[config.mk]
export PLATFORM = sky130hd
export DESIGN_NAME = pic_cmd_seq
export DESIGN_NICKNAME = d
export VERILOG_FILES = /design/src/rtl/pic_seq_pkg.sv /design/src/rtl/pic_prio_pick.sv /design/src/rtl/pic_init_seq.sv /design/src/rtl/pic_isr_unit.sv /design/src/rtl/pic_cmd_seq.sv
export SDC_FILE = /design/constraint.sdc
export NUM_CORES = 1
export LEC_CHECK = 0
export ABC_AREA = 1
export BUFFER_PORTS_ARGS = -buffer_cell sky130_fd_sc_hd__buf_2
export CAP_MARGIN = 10
export CORE_MARGIN = 4
export CORE_UTILIZATION = 48
export DETAILED_ROUTE_END_ITERATION = 7
export PLACE_DENSITY_LB_ADDON = 0.25
export SYNTH_ARGS = -nofsm -noshare
export SYNTH_HDL_FRONTEND = slang
export SYNTH_HIERARCHICAL = 1
export SYNTH_SLANG_ARGS = --single-unit
[constraint.sdc]
create_clock -name clk -period 3 [get_ports clk]
set_input_delay 0.6 -clock clk [delete_from_list [all_inputs] [get_ports clk]]
set_output_delay 0.6 -clock clk [all_outputs]
set_load 0.01 [all_outputs]
[src/rtl/pic_seq_pkg.sv]
// Package: shared encodings of the command sequencer.
// Assumes eight interrupt lines and a byte-wide register interface.
package pic_seq_pkg;

    // Steps of the initialization sequence
    typedef enum logic [1:0] {
        INIT_IDLE = 2'd0,
        INIT_BASE = 2'd1,
        INIT_CASC = 2'd2,
        INIT_MODE = 2'd3
    } init_state_e;

    // Operation command codes (bits 7:5 of an address-0 command byte)
    typedef enum logic [2:0] {
        OP_ROT_OFF  = 3'd0,
        OP_EOI_NS   = 3'd1,
        OP_NOP      = 3'd2,
        OP_EOI_SP   = 3'd3,
        OP_ROT_ON   = 3'd4,
        OP_EOI_NSR  = 3'd5,
        OP_SET_PRIO = 3'd6,
        OP_EOI_SPR  = 3'd7
    } op_code_e;

endpackage

[src/rtl/pic_prio_pick.sv]
// Module: rotating priority picker.
// Finds the first set bit of 'bits' when lines are scanned starting at
// 'offset' and wrapping; that line has the highest priority.
// Assumes LINES is a power of two, so offset arithmetic wraps naturally.
module pic_prio_pick #(
    parameter int LINES = 8,
    localparam int LW = $clog2(LINES)
) (
    input  logic [LINES-1:0] bits,
    input  logic [LW-1:0]    offset,
    output logic             found,
    output logic [LW-1:0]    line
);

    // Scan from the lowest priority to the highest, so the last hit wins
    always_comb begin
        logic [LW-1:0] idx;
        found = 1'b0;
        line  = '0;
        for (int i = LINES - 1; i >= 0; i--) begin
            idx = offset + LW'(i);
            if (bits[idx]) begin
                found = 1'b1;
                line  = idx;
            end
        end
    end

endmodule

[src/rtl/pic_init_seq.sv]
// Module: initialization sequencer.
// Holds the sequence state and the fourth-word-expected flag, the vector
// base, the nested and auto-EOI flags, and the interrupt mask.
// Assumes 'start' and 'data_wr' come from one single-cycle bus write and
// are never high together.
module pic_init_seq
    import pic_seq_pkg::*;
#(
    parameter int LINES = 8,
    parameter int DW    = 8,
    localparam logic [DW-1:0] BASE_KEEP = ~DW'(LINES - 1)
) (
    input  logic             clk,
    input  logic             rst_n,
    input  logic             start,
    input  logic             data_wr,
    input  logic [DW-1:0]    wdata,
    output logic [LINES-1:0] mask_o,
    output logic [DW-1:0]    base_o,
    output logic             nested_o,
    output logic             aeoi_o
);

    init_state_e state;
    logic        need4;

    // Advance through the initialization steps
    always_ff @(posedge clk) begin
        if (!rst_n) begin
            state <= INIT_IDLE;
            need4 <= 1'b0;
        end else if (start) begin
            state <= INIT_BASE;
            need4 <= wdata[0];
        end else if (data_wr) begin
            case (state)
                INIT_BASE: state <= INIT_CASC;
                INIT_CASC: state <= need4 ? INIT_MODE : INIT_IDLE;
                INIT_MODE: state <= INIT_IDLE;
                default:   state <= INIT_IDLE;
            endcase
        end
    end

    // Capture the base word and the mode word; clear the modes when no fourth word follows
    always_ff @(posedge clk) begin
        if (!rst_n) begin
            base_o   <= '0;
            nested_o <= 1'b0;
            aeoi_o   <= 1'b0;
        end else if (start) begin
            if (!wdata[0]) begin
                nested_o <= 1'b0;
                aeoi_o   <= 1'b0;
            end
        end else if (data_wr) begin
            if (state == INIT_BASE) begin
                base_o <= wdata & BASE_KEEP;
            end
            if (state == INIT_MODE) begin
                nested_o <= wdata[4];
                aeoi_o   <= wdata[1];
            end
        end
    end

    // Mask register: cleared on start, loaded by data writes outside the sequence
    always_ff @(posedge clk) begin
        if (!rst_n) begin
            mask_o <= '0;
        end else if (start) begin
            mask_o <= '0;
        end else if (data_wr && state == INIT_IDLE) begin
            mask_o <= wdata[LINES-1:0];
        end
    end


    init_clear_chk: assert property (@(posedge clk) disable iff (!rst_n)
        start |=> (mask_o == '0 && state == INIT_BASE));


    base_step_chk: assert property (@(posedge clk) disable iff (!rst_n)
        (state == INIT_BASE && data_wr && !start)
            |=> (state == INIT_CASC && base_o[$clog2(LINES)-1:0] == '0));


    mask_load_chk: assert property (@(posedge clk) disable iff (!rst_n)
        (state == INIT_IDLE && data_wr && !start)
            |=> (mask_o == $past(wdata[LINES-1:0])));

endmodule

[src/rtl/pic_isr_unit.sv]
// Module: in-service register and priority rotation.
// Carries out the end-of-interrupt and rotation commands, the acknowledge
// cycle and the in-service clear of a poll read.
// Assumes at most one of op_wr, ack_take and poll_take per cycle; start is
// a write and never coincides with op_wr.
module pic_isr_unit
    import pic_seq_pkg::*;
#(
    parameter int LINES = 8,
    localparam int LW = $clog2(LINES)
) (
    input  logic             clk,
    input  logic             rst_n,
    input  logic             start,
    input  logic             op_wr,
    input  logic [2:0]       op_code,
    input  logic [LW-1:0]    op_arg,
    input  logic             op_rot_bit,
    input  logic             ack_take,
    input  logic             poll_take,
    input  logic [LW-1:0]    pend_line,
    input  logic             aeoi,
    output logic [LINES-1:0] isr_o,
    output logic [LW-1:0]    offset_o
);

    logic             rot_aeoi;
    logic             top_found;
    logic [LW-1:0]    top_line;
    logic [LINES-1:0] isr_n;
    logic [LW-1:0]    off_n;
    logic             rot_n;

    pic_prio_pick #(.LINES(LINES)) u_top (
        .bits   (isr_o),
        .offset (offset_o),
        .found  (top_found),
        .line   (top_line)
    );

    // Work out the next in-service, offset and rotate-on-auto-EOI values
    always_comb begin
        isr_n = isr_o;
        off_n = offset_o;
        rot_n = rot_aeoi;
        if (start) begin
            off_n = '0;
        end else if (op_wr) begin
            case (op_code_e'(op_code))
                OP_ROT_OFF, OP_ROT_ON: rot_n = op_rot_bit;
                OP_EOI_NS: begin
                    if (top_found) isr_n[top_line] = 1'b0;
                end
                OP_EOI_NSR: begin
                    if (top_found) begin
                        isr_n[top_line] = 1'b0;
                        off_n = top_line + LW'(1);
                    end
                end
                OP_EOI_SP: isr_n[op_arg] = 1'b0;
                OP_SET_PRIO: off_n = op_arg + LW'(1);
                OP_EOI_SPR: begin
                    isr_n[op_arg] = 1'b0;
                    off_n = op_arg + LW'(1);
                end
                default: ;
            endcase
        end else if (ack_take) begin
            if (aeoi) begin
                if (rot_aeoi) off_n = pend_line + LW'(1);
            end else begin
                isr_n[pend_line] = 1'b1;
            end
        end else if (poll_take) begin
            isr_n[pend_line] = 1'b0;
        end
    end

    // Register the in-service state
    always_ff @(posedge clk) begin
        if (!rst_n) begin
            isr_o    <= '0;
            offset_o <= '0;
            rot_aeoi <= 1'b0;
        end else begin
            isr_o    <= isr_n;
            offset_o <= off_n;
            rot_aeoi <= rot_n;
        end
    end


    ack_set_chk: assert property (@(posedge clk) disable iff (!rst_n)
        (ack_take && !aeoi && !op_wr && !start) |=> isr_o[$past(pend_line)]);


    eoi_empty_chk: assert property (@(posedge clk) disable iff (!rst_n)
        (op_wr && op_code == 3'd1 && isr_o == '0) |=> (isr_o == '0));


    prio_set_chk: assert property (@(posedge clk) disable iff (!rst_n)
        (op_wr && op_code == 3'd6) |=> (offset_o == LW'($past(op_arg) + LW'(1))));

endmodule

[src/rtl/pic_cmd_seq.sv]
// Module: top of the interrupt controller command sequencer.
// Decodes the two-address byte interface into initialization, operation
// and mask writes; holds read select, special mask and poll; forms read
// data, the acknowledge vector and the poll request clear.
// Assumes wr_en, rd_en and ack_i are mutually exclusive single-cycle strobes,
// and that the external resolver keeps pend_valid_i/pend_line_i current.
module pic_cmd_seq
    import pic_seq_pkg::*;
#(
    parameter int LINES = 8,
    parameter int DW    = 8,
    localparam int LW = $clog2(LINES)
) (
    input  logic             clk,
    input  logic             rst_n,
    input  logic             wr_en,
    input  logic             rd_en,
    input  logic             addr,
    input  logic [DW-1:0]    wdata,
    output logic [DW-1:0]    rdata,
    input  logic [LINES-1:0] req_i,
    input  logic             pend_valid_i,
    input  logic [LW-1:0]    pend_line_i,
    input  logic             ack_i,
    output logic [DW-1:0]    vector_o,
    output logic [LINES-1:0] req_clr_o,
    output logic [LINES-1:0] mask_o,
    output logic [LINES-1:0] isr_o,
    output logic [LW-1:0]    offset_o,
    output logic             nested_o,
    output logic             aeoi_o,
    output logic             smask_o
);

    localparam logic [LW-1:0] SPURIOUS = LW'(LINES - 1);

    logic          cmd_wr;
    logic          init_wr;
    logic          sel_wr;
    logic          op_wr;
    logic          data_wr;
    logic          read_sel;
    logic          poll_q;
    logic          poll_take;
    logic          ack_take;
    logic [DW-1:0] base;

    // Split a bus write into its command classes
    always_comb begin
        cmd_wr  = wr_en && !addr;
        init_wr = cmd_wr && wdata[4];
        sel_wr  = cmd_wr && !wdata[4] && wdata[3];
        op_wr   = cmd_wr && !wdata[4] && !wdata[3];
        data_wr = wr_en && addr;
    end

    // Strobes that take the pending line from the resolver
    always_comb begin
        ack_take  = ack_i && pend_valid_i;
        poll_take = rd_en && poll_q && pend_valid_i;
    end

    pic_init_seq #(.LINES(LINES), .DW(DW)) u_init (
        .clk      (clk),
        .rst_n    (rst_n),
        .start    (init_wr),
        .data_wr  (data_wr),
        .wdata    (wdata),
        .mask_o   (mask_o),
        .base_o   (base),
        .nested_o (nested_o),
        .aeoi_o   (aeoi_o)
    );

    pic_isr_unit #(.LINES(LINES)) u_isr (
        .clk        (clk),
        .rst_n      (rst_n),
        .start      (init_wr),
        .op_wr      (op_wr),
        .op_code    (wdata[7:5]),
        .op_arg     (wdata[LW-1:0]),
        .op_rot_bit (wdata[7]),
        .ack_take   (ack_take),
        .poll_take  (poll_take),
        .pend_line  (pend_line_i),
        .aeoi       (aeoi_o),
        .isr_o      (isr_o),
        .offset_o   (offset_o)
    );

    // Read select, special mask and poll flags from the select command
    always_ff @(posedge clk) begin
        if (!rst_n) begin
            read_sel <= 1'b0;
            smask_o  <= 1'b0;
            poll_q   <= 1'b0;
        end else if (init_wr) begin
            read_sel <= 1'b0;
            smask_o  <= 1'b0;
        end else if (sel_wr) begin
            if (wdata[2]) poll_q   <= 1'b1;
            if (wdata[1]) read_sel <= wdata[0];
            if (wdata[6]) smask_o  <= wdata[5];
        end else if (rd_en && poll_q) begin
            poll_q <= 1'b0;
        end
    end

    // Read data: poll result, or the register chosen by address and read select
    always_comb begin
        if (poll_q) begin
            rdata = DW'(pend_valid_i ? pend_line_i : SPURIOUS);
        end else if (addr) begin
            rdata = DW'(mask_o);
        end else if (read_sel) begin
            rdata = DW'(isr_o);
        end else begin
            rdata = DW'(req_i);
        end
    end

    // Acknowledge vector: base plus the pending line or the spurious line
    always_comb begin
        vector_o = '0;
        if (ack_i) begin
            vector_o = base | DW'(pend_valid_i ? pend_line_i : SPURIOUS);
        end
    end

    // Request clear pulse for the line taken by a poll read
    always_comb begin
        req_clr_o = '0;
        if (poll_take) req_clr_o[pend_line_i] = 1'b1;
    end

    // Interface assumption: one strobe per cycle
    bus_excl_chk: assert property (@(posedge clk) disable iff (!rst_n)
        $onehot0({wr_en, rd_en, ack_i}));


    spur_hold_chk: assert property (@(posedge clk) disable iff (!rst_n)
        (ack_i && !pend_valid_i) |=> $stable(isr_o));


    poll_drop_chk: assert property (@(posedge clk) disable iff (!rst_n)
        (rd_en && poll_q) |=> !poll_q);


    sel_load_chk: assert property (@(posedge clk) disable iff (!rst_n)
        (sel_wr && wdata[6]) |=> (smask_o == $past(wdata[5])));

endmodule

==> results.json <==
{
  "min_period_over_period": 0.921,
  "yosys.area_share.simple": 0.486,
  "synth_cell_types": 39,
  "clock.fmax_ghz": 0.362,
  "cts_tree": "done",
  "cp_cell_sequence": "inv_4 > ha_1 > buf_4 > nand3_2 > nand3_4 > nand2_4 > a21oi_1 > nand3_1 > nand2_1 > nand2_1 > nand2_1 > a21oi_2 > o21ai_0 > o21ai_0 > ha_1 > o211a_1",
  "path_clk_slew_ps": 70,
  "vias": 3688,
  "critPathKind": "reg2reg",
  "fp.dieArea_um2": 8100,
  "power_frac_comb": 0.308,
  "floorplan.die.height_um": 90.0,
  "drv_cap": 0,
  "critical_path.top_delay_family": "adder cells",
  "synth-seq-area-share": 0.205,
  "core_area_um2": 6420,
  "areaGrowthSynthToFinish_pct": 15.0,
  "setup_tns_ps": 0,
  "ys_top_cells_by_area": "dfxtp_1, nand2_1, inv_1",
  "synth_edf_count": 0,
  "wl_um": 9450,
  "crit_top_cell": "nand2_1",
  "hold_ws_ps": 473,
  "hpwlAfterDp_um": 7600,
  "clockBufferDepth": 2,
  "synth_xor_area_frac": 0.0236,
  "die_x_um": 90.0,
  "placed_area_um2": 3610,
  "drt-initial-drc-count": 336,
  "drive_gt1_frac": 0.235,
  "clockPowerShare": 0.312,
  "start_kind": "flop",
  "start_util": 0.503,
  "cellLeakagePower_nw": 2.06,
  "ys_warn_count": 6,
  "async_reset_ff_frac": 0,
  "routabilityCongestion": 1.00,
  "wire_per_inst_um": 13.5,
  "status": "finished clean",
  "hold_violations": 0,
  "p_sw_frac": 0.358,
  "rows": 29,
  "htree_levels": 2,
  "fill_cells": 656,
  "final_cell_area_um2": 3710,
  "cts_hold_buf": 0,
  "cts_resized": 0,
  "seqPwrFrac": 0.380,
  "netlist_instances": 553,
  "grt_pass1_vias": 3382,
  "ant_nets": 0,
  "dp.cells": 694,
  "firstDrtPassIters": 5,
  "critPathBufInv": 2,
  "ys_ff_latch": 33,
  "finalNetCount": 657,
  "grt_pass1_wl_um": 15800,
  "overflow": 0,
  "antenna_cells": 0,
  "fin_cells": 702,
  "r2r_slack_ps": 240,
  "synth-compound-area-share": 0.114,
  "power_mw": 1.23,
  "synth_top_family_by_area": "simple AND/OR/NAND/NOR gates",
  "synth_mux_area_frac": 0,
  "drt-vias-per-instance": 5.25,
  "hold_class": "reg2reg",
  "syn_area_per_cell_um2": 5.84,
  "track_usage": 0.232,
  "antenna_found_initial": 0,
  "cp.required_ps": 3180,
  "grt_max_degree": 21,
  "slew_viol_final": 0,
  "fin_crit_ps": 2760,
  "crit_slowest_cell": "ha_1",
  "end_kind": "flop",
  "clock_latency_ps": 290,
  "slowest_delay_ps": 400,
  "switching_power_mw": 0.440,
  "cts_made_buffers": 5,
  "synth_fa_ha_area_frac": 0.0271,
  "synth_area_um2": 3230,
  "worst-endpoint-arrival_ps": 2950,
  "crit_fanout": 7,
  "power-per-cell-area_nw_per_um2": 331,
  "synth_ff_type": "dfxtp_1",
  "port_buffers": 71,
  "setup_viol": 0,
  "yosysTopAreaCell": "dfxtp_1",
  "power.internal_mw": 0.790,
  "cts_root_buffer": "clkbuf_8",
  "fin_worst_skew_ps": 3.34,
  "cts.sinks": 33,
  "ir_drop_v": 0.000241,
  "drc": 0,
  "cts_setup_buffers": 0,
  "rsz0062_at_grt": "false",
  "io_pins": 72,
  "synth_top_cell_area_share": 0.205
}
==> metrics by stage <==
| step | utilization | setup WS [ps] |
|---|---|---|
| after floorplan | - | 268 |
| after global placement | 0.562 | 302 |
| after detailed placement | 0.562 | 306 |
| after CTS | 0.578 | 288 |
| after global routing | 0.578 | 1.47 |
| final | 0.578 | 237 |
==> per-layer routing <==
layer  track usage  part of all wire  vias up
met4        0.0842             0.023        0
met3        0.0392             0.071       21
li1              -                 -     1865
met1         0.283              0.41     1661
met2         0.406              0.49      141
met5             0                 0        -
==> power groups by stage <==
stage               registers [mW]  clock network, mW  logic, mW
floorplan                    0.478                  0      0.267
detailed placement           0.478                  0      0.374
global placement             0.478                  0      0.371
global route                 0.470              0.413      0.425
finish                       0.468              0.384      0.378
CTS                          0.468              0.392      0.375
==> worst paths after layout <==
kind	from	end	cells after the start
max reg2reg	u_isr/offset_o[1]	u_isr/offset_o[1]	16
min	u_isr/offset_o[2]	u_isr/offset_o[2]	2
min reg2reg	u_isr/offset_o[2]	u_isr/offset_o[2]	2
max	u_isr/offset_o[1]	u_isr/offset_o[1]	16
==> worst min-delay path: stages, from the launching register on <==
cell and delay (ps):
dfxtp_1 310, nand2_1 60, a21boi_1 60
==> kinds of logic (layout without fill, tap and decap cells) <==
kind of cell | Yosys count | in the layout
simple gates | 339 | 339
buf+inv | 105 | 175
compound gates | 64 | 64
flops | 33 | 33
fa+ha+maj | 7 | 7
xor+xnor | 4 | 4
other cells | 1 | 3
==> layout by cell type (no fill, tap or decap), drive strengths merged, types with 2 or more instances in the layout <==
master  count
o21ai      33
nor4        2
clkinv      2
nor3        3
clkbuf      7
conb        3
or2         2
nand2     188
inv        90
nand3      67
xor2        2
a21oi      21
ha          7
xnor2       2
dfxtp      33
o31ai       2
o211ai      6
buf        76
nand4       6
nor2       70
==> synthesized netlist by cell type (all sizes together), types with 2 or more instances <==
library cell / n
a21oi: 21
buf: 12
clkbuf: 2
dfxtp: 33
ha: 7
inv: 90
nand2: 188
nand3: 67
nand4: 6
nor2: 70
nor3: 3
nor4: 2
o211ai: 6
o21ai: 33
o31ai: 2
or2: 2
xnor2: 2
xor2: 2
==> final cells by class <==
| class | count | area, um^2 | share of cell area |
|---|---|---|---|
| Timing Repair Buffer | 76 | 393 | 0.106 |
| Sequential cell | 33 | 661 | 0.178 |
| Clock buffer | 7 | 96.3 | 0.0259 |
| Inverter | 91 | 345 | 0.0930 |
| Multi-Input combinational cell | 417 | 2120 | 0.570 |
| Clock inverter | 1 | 5.00 | 0.00135 |
| Tap cell | 77 | 96.3 | 0.0259 |
(Power assumes the default switching activity.)
